### src/rtl/fig_pkg.sv
package fig_pkg;
  typedef enum logic [2:0] {
    UC_ALU    = 3'd0,
    UC_LOAD   = 3'd1,
    UC_STORE  = 3'd2,
    UC_LFENCE = 3'd3,
    UC_FULLF  = 3'd4,
    UC_STOREF = 3'd5
  } uop_class_e;

  localparam int unsigned CLS_W = 3;
endpackage

### src/rtl/fig_policy.sv
module fig_policy
  import fig_pkg::*;
#(
  parameter int unsigned ROB_CNT_W = 7
) (
  input  logic [CLS_W-1:0]     cls_i,
  input  logic [ROB_CNT_W-1:0] rob_count_i,
  input  logic                 inflight_i,
  input  logic                 ld_block_i,
  input  logic                 sb_full_i,
  output logic                 ok_o,
  output logic                 mark_o,
  output logic                 mark_full_o
);
  logic rob_empty;
  assign rob_empty = (rob_count_i == '0);

  always_comb begin
    ok_o        = 1'b0;
    mark_o      = 1'b0;
    mark_full_o = 1'b0;
    case (cls_i)
      UC_ALU, UC_STORE: ok_o = 1'b1;
      UC_LOAD:          ok_o = ~ld_block_i;
      // issue register not yet visible in the ROB count
      UC_LFENCE:        ok_o = rob_empty & ~inflight_i;
      UC_FULLF: begin
        ok_o        = ~sb_full_i;
        mark_o      = 1'b1;
        mark_full_o = 1'b1;
      end
      UC_STOREF: begin
        ok_o   = ~sb_full_i;
        mark_o = 1'b1;
      end
      default:          ok_o = 1'b0;
    endcase
  end
endmodule

### src/rtl/fig_issue_reg.sv
module fig_issue_reg
  import fig_pkg::*;
(
  input  logic             clk_i,
  input  logic             rst_ni,
  input  logic             take_i,
  input  logic [CLS_W-1:0] cls_i,
  input  logic             mark_i,
  input  logic             mark_full_i,
  output logic             valid_o,
  output logic [CLS_W-1:0] cls_o,
  output logic             mark_o,
  output logic             mark_full_o
);
  always_ff @(posedge clk_i or negedge rst_ni) begin
    if (!rst_ni) begin
      valid_o     <= 1'b0;
      cls_o       <= '0;
      mark_o      <= 1'b0;
      mark_full_o <= 1'b0;
    end else begin
      valid_o     <= take_i;
      cls_o       <= take_i ? cls_i : '0;
      mark_o      <= take_i & mark_i;
      mark_full_o <= take_i & mark_i & mark_full_i;
    end
  end
endmodule

### src/rtl/fence_issue_gate.sv
module fence_issue_gate
  import fig_pkg::*;
#(
  parameter int unsigned ROB_DEPTH = 64,
  localparam int unsigned ROB_CNT_W = $clog2(ROB_DEPTH + 1)
) (
  input  logic                 clk_i,
  input  logic                 rst_ni,
  input  logic                 uop_valid_i,
  input  logic [CLS_W-1:0]     uop_class_i,
  output logic                 uop_ready_o,
  input  logic [ROB_CNT_W-1:0] rob_count_i,
  input  logic                 ld_block_i,
  input  logic                 sb_full_i,
  output logic                 issue_valid_o,
  output logic [CLS_W-1:0]     issue_class_o,
  output logic                 mark_req_o,
  output logic                 mark_full_o
);
  logic ok, mark, mark_full, take;

  fig_policy #(.ROB_CNT_W(ROB_CNT_W)) u_policy (
    .cls_i      (uop_class_i),
    .rob_count_i(rob_count_i),
    .inflight_i (issue_valid_o),
    .ld_block_i (ld_block_i),
    .sb_full_i  (sb_full_i),
    .ok_o       (ok),
    .mark_o     (mark),
    .mark_full_o(mark_full)
  );

  assign uop_ready_o = ok;
  assign take        = uop_valid_i & ok;

  fig_issue_reg u_ireg (
    .clk_i      (clk_i),
    .rst_ni     (rst_ni),
    .take_i     (take),
    .cls_i      (uop_class_i),
    .mark_i     (mark),
    .mark_full_i(mark_full),
    .valid_o    (issue_valid_o),
    .cls_o      (issue_class_o),
    .mark_o     (mark_req_o),
    .mark_full_o(mark_full_o)
  );

  AST_LFENCE_DRAINED: assert property (@(posedge clk_i) disable iff (!rst_ni)
    issue_valid_o && issue_class_o == UC_LFENCE |-> $past(rob_count_i == '0) && !$past(issue_valid_o));
  AST_LOAD_UNBLOCKED: assert property (@(posedge clk_i) disable iff (!rst_ni)
    issue_valid_o && issue_class_o == UC_LOAD |-> !$past(ld_block_i));
  AST_MARK_ROOM: assert property (@(posedge clk_i) disable iff (!rst_ni)
    mark_req_o |-> !$past(sb_full_i));
  AST_MARK_ONLY_FENCE: assert property (@(posedge clk_i) disable iff (!rst_ni)
    mark_req_o == (issue_valid_o && (issue_class_o == UC_FULLF || issue_class_o == UC_STOREF)));
  AST_NO_RESERVED: assert property (@(posedge clk_i) disable iff (!rst_ni)
    issue_valid_o |-> issue_class_o <= 3'd5);
  AST_ISSUE_FOLLOWS: assert property (@(posedge clk_i) disable iff (!rst_ni)
    uop_valid_i && uop_ready_o |=> issue_valid_o && issue_class_o == $past(uop_class_i));
endmodule

### config.mk
export PLATFORM = sky130hd
export DESIGN_NAME = fence_issue_gate
export DESIGN_NICKNAME = d
export VERILOG_FILES = /design/src/rtl/fig_pkg.sv /design/src/rtl/fig_policy.sv /design/src/rtl/fig_issue_reg.sv /design/src/rtl/fence_issue_gate.sv
export SDC_FILE = /design/constraint.sdc
export NUM_CORES = 1
export LEC_CHECK = 0
export ABC_AREA = 1
export ABC_CLOCK_PERIOD_IN_PS = 900
export BUFFER_PORTS_ARGS = -buffer_cell sky130_fd_sc_hd__buf_2
export CORE_AREA = 3 3 40 42
export DETAILED_ROUTE_END_ITERATION = 10
export DIE_AREA = 0 0 43 45
export PLACE_DENSITY_LB_ADDON = 0.3
export SYNTH_ARGS = -nofsm -noshare
export SYNTH_HDL_FRONTEND = slang
export SYNTH_SLANG_ARGS = --single-unit
### constraint.sdc
create_clock -name clk_i -period 0.9 [get_ports clk_i]
set_input_delay 0.045 -clock clk_i [delete_from_list [all_inputs] [get_ports clk_i]]
set_output_delay 0.045 -clock clk_i [all_outputs]
set_load 0.02 [all_outputs]
# Yosys cells after proc, flatten, opt, wreduce, memory -nomap -nowiden

Cells that the tools add are included.

Input bits: 15
Word-level logic and storage cells: 24
Register bits after elaboration: 6

Bitwise gates (word level): 7
Equality and inequality tests: 5
Muxes and demuxes: 4
Reductions and logical operators: 4

Operator list:

| operator             | count |
|---|---|
| $logic_not A7 Y1     | 1 |
| $eq A3 B2 Y1 const B | 2 |
| $eq A3 B3 Y1 const B | 2 |
| $and A1 B1 Y1        | 4 |
| $pmux W1 S4          | 1 |
| $reduce_or A2 Y1     | 2 |
| $eq A3 B1 Y1 const B | 1 |
| $logic_not A3 Y1     | 1 |
| $mux W3              | 1 |
| $not A1 Y1           | 3 |
| $mux W1              | 2 |

# Longest topological paths before layout

Depth after elaboration: 6
Mapped depth: 7

# Cells and area by module

From an unflattened synthesis, not the netlist that was laid out.

Cells, all modules: 42
Area total of the unflattened synthesis: 304.0 µm²

By module, submodules not included:

| module           | cells an instance | sequential area each (µm²) | area an instance (µm²) | times used |
|---|---|---|---|---|
| fig_issue_reg    | 16                | 150.1                      | 192.7                  | 1 |
| fig_policy       | 24                | 0.0                        | 103.8                  | 1 |
| fence_issue_gate | 2                 | 0.0                        | 7.5                    | 1 |

# Least setup slack after synthesis

No wires, ideal clock.

Path kind: flip-flop to output port
Start point: reg u_ireg.valid_o
End point: out uop_ready_o
Path slack: -0.135 ns
Stages on the path, launching flop included: 5
Data arrival time: 0.990 ns
Buffers on the path: 0
Path through: dfrtp_1 -> nor2_1 -> nand2_1 -> o21ai_2 -> and2_1

Cells in the longest elaborated chain, start to end: 3

Ends and longest elaborated chain:

| element                  | RTL line               | source |
|---|---|---|
| start: declaration       | fig_issue_reg.sv:10    | `output logic valid_o,` |
| start signal: assignment | fig_issue_reg.sv:22    | `valid_o <= take_i;` |
| $not A1 Y1               | fig_policy.sv:26       | `UC_LFENCE: ok_o = rob_empty & ~inflight_i;` |
| $and A1 B1 Y1            | fig_policy.sv:26       |  |
| $pmux W1 S4              | fig_policy.sv:22       | `case (cls_i)` |
| end: declaration         | fence_issue_gate.sv:11 | `output logic uop_ready_o,` |

Every way passes these cells.

# Worst setup path in the final report

Same ends and word-level chain as after synthesis.

==> flow_metrics.env <==
export IMPL_drt_initial_drc_count=3
export IMPL_p_leak_uw=0.000289
export IMPL_grt_use_met1_pct=10.1
export IMPL_cp_slowest_cell="dfrtp_2"
export IMPL_use_met2_pct=8.68
export IMPL_clock_skew_final_ns=0.0000357
export IMPL_netlist_area_leader_share_pct=55.6
export IMPL_dieArea_mm2=0.00194
export IMPL_area_delta_synth_final_pct=69.4
export IMPL_start_util_pct=21.0
export IMPL_status="complete, but fails checks"
export IMPL_core_mm2=0.00128
export IMPL_critPathRequiredTime_ns=0.85
export IMPL_drc=0
export IMPL_synthTopCellsByCount="8 x nor2_1, 7 x inv_1, 6 x dfrtp_1, 3 x nand2_1"
export IMPL_grt_overflow=0
export IMPL_cp_end_kind="output port"
export IMPL_power_density_mw_per_mm2=1480
export IMPL_path_cells="nor2_1 -> nand2_1 -> o21ai_2 -> and2_4 -> buf_6"
export IMPL_hold_viol=0
export IMPL_ir_worst_vdd_mv=0.502
export IMPL_cp_slowest_stage_delay_ns=0.39
export IMPL_yosysMostFrequentCell="nor2_1"
export IMPL_ys_ff_latch=6
export IMPL_synthArstFlopShare_pct=100
export IMPL_grt_usage_pct=7.81
export IMPL_tightest_slew_ns=0.278
export IMPL_firstDrtPassIters=3
export IMPL_syn_nets=47
export IMPL_cts_htree_levels=1
export IMPL_cts_buffer_depth=2
export IMPL_synth_area_um2=270
export IMPL_via_per_inst=3.67
export IMPL_antenna_found_initial=0
export IMPL_synth_area_per_cell_um2=8.45
export IMPL_wirelength_um=621
export IMPL_startpoint_type="register"
export IMPL_synthFlopType="dfrtp_1"
export IMPL_met3_usage_pct=4.38
export IMPL_setup_violations=4
export IMPL_post_synth_num_cell_types=12
export IMPL_drv_cap=0
export IMPL_rsz0062_at_grt="true"
export IMPL_clock_root_buffer="clkbuf_4"
export IMPL_clk_latency_ns=0.25
export IMPL_setup_tns_ns=-0.656
export IMPL_grt_max_degree=7
export IMPL_drv_slew=0
export IMPL_drive_above_1_share_pct=50.0
export IMPL_hold_class="in -> reg"
export IMPL_synth_top_cell_by_area="dfrtp_1"
export IMPL_nets=76
export IMPL_grt_pass1_vias=252
export IMPL_violations="negative setup slack"
export IMPL_grt_pass1_wl_mm=1.03
export IMPL_die_h_um=45
export IMPL_nFillCells=143
export IMPL_post_route_min_period_ns=1.21
export IMPL_numCtsBuffers=3
export IMPL_ant_nets=0
export IMPL_cts_tree="yes"
export IMPL_critPathArrivalTime_ns=1.17
export IMPL_crit_buf_inv=1
export IMPL_synth_edf_count=0
export IMPL_place_congestion=0.728
export IMPL_io_buffer_count=21
export IMPL_path_delay_family="flip-flops"
export IMPL_cp_max_fo=2
export IMPL_num_rows=13
export IMPL_setup_worst_path_class="reg -> out"
export IMPL_clk_pin_slew_worst_paths_ns=0.05
export IMPL_num_vias=275
export IMPL_synth_cells=32
export IMPL_cts_sinks=6
export IMPL_die_w_um=43
export IMPL_antenna_cells=0
export IMPL_setup_slack_ns=-0.313
export IMPL_max_freq_ghz=0.825
export IMPL_yosysWarnings=0
export IMPL_wl_per_cell_um=8.28
export IMPL_fin_crit_sh_pct=135
export IMPL_pin_count=22
export IMPL_synth_area_top_cells="dfrtp_1 56%, nor2_1 11%, inv_1 9.7%"
export IMPL_grt_busiest_layer="met1"
export IMPL_maxSlewHeadroom_pct=81.3
export IMPL_utilization_pct=35.6
export IMPL_ys_seq_area_share_pct=55.6
[cell families (layout without fill, tap and decap cells)]
kind of cell | count (synthesis) | count (layout) | share of synthesized area, %
AOI/OAI and AO/OA | 3 | 3 | 6.94
DFF | 6 | 6 | 55.6
and+or+nand+nor | 16 | 16 | 27.8
buffers and inverters | 7 | 35 | 9.72
[area by class of cell]
class | instances | area [um2] | share of cell area (%)
inverters | 7 | 26.3 | 5.74
clock buffers | 4 | 26.3 | 5.74
multi-input cells | 19 | 96.3 | 21.0
well taps | 15 | 18.8 | 4.10
flip-flops and latches | 6 | 151 | 33.1
repair buffers | 24 | 139 | 30.3
[power breakdown]
part	switching (uW)	internal (uW)	total (uW)	leakage (uW)
logic	65.5	62.9	128	0.000194
clock network	98.1	168	266	0.0000150
registers	2.34	281	283	0.0000801
[worst reg2reg max path: cells and delay by family, from the launching register on]
family | cells | cell delay (ns)
flip-flops | 1 | 0.39
AND/OR/NAND/NOR | 4 | 0.33
buffers and inverters | 1 | 0.12
AO/OA/AOI/OAI | 1 | 0.12
[registers in the layout (all words and copies together), names as in the netlist]
signal              flops
u_ireg.mark_o           1
u_ireg.cls_o            3
u_ireg.valid_o          1
u_ireg.mark_full_o      1
[final timing paths]
kind,slack [ns],endpoint,start,depth (start not counted)
min in group asynchronous,0.15,u_ireg.cls_o[1],rst_ni,2
min,0.02,u_ireg.cls_o[0],uop_class_i[0],3
min reg2reg,0.76,u_ireg.valid_o,u_ireg.valid_o,6
max reg2reg,-0.14,u_ireg.cls_o[1],u_ireg.valid_o,6
max in group asynchronous,0.60,u_ireg.mark_o,rst_ni,2
max,-0.31,uop_ready_o,u_ireg.valid_o,5
[placed cells by master (no fill, tap or decap), drive strengths merged]
| cell type | n |
|---|---|
| dfrtp | 6 |
| inv | 7 |
| nand3 | 2 |
| nand4 | 1 |
| nand2 | 3 |
| nor2 | 9 |
| dlygate4sd3 | 2 |
| buf | 22 |
| o21ai | 2 |
| and2 | 1 |
| a21oi | 1 |
| clkbuf | 4 |
[per-stage QoR]
| step | setup slack, ns | cell area (um2) | power [uW] | hold WS (ns) | std cells |
|---|---|---|---|---|---|
| detailed placement | -0.109 | 398 | 400 | -0.125 | 68 |
| floorplan | -0.0479 | 274 | 343 | -0.251 | 32 |
| CTS | -0.355 | 458 | 693 | 0.0191 | 75 |
| global placement | -0.105 | 398 | 399 | -0.125 | 68 |
| finish | -0.313 | 458 | 677 | 0.0231 | 75 |
| global route | -0.384 | 458 | 718 | 0.0329 | 75 |
[repair_timing]
| action | 4_1_cts | 5_1_grt |
|---|---|---|
| buffers inserted | 1 | 0 |
| resized for setup | 2 | 0 |
| hold buffers | 2 | 0 |
| pin swaps | 1 | 1 |
| endpoints found under the hold margin | 7 | 0 |
| endpoints found under the setup margin | 4 | 4 |
[per-layer routing]
metal	wire length [um]	vias up
li1	-	151
met1	296	106
met2	248	18
met3	76	0
met4	0	0
met5	0	-
(Power assumes the default switching activity.)
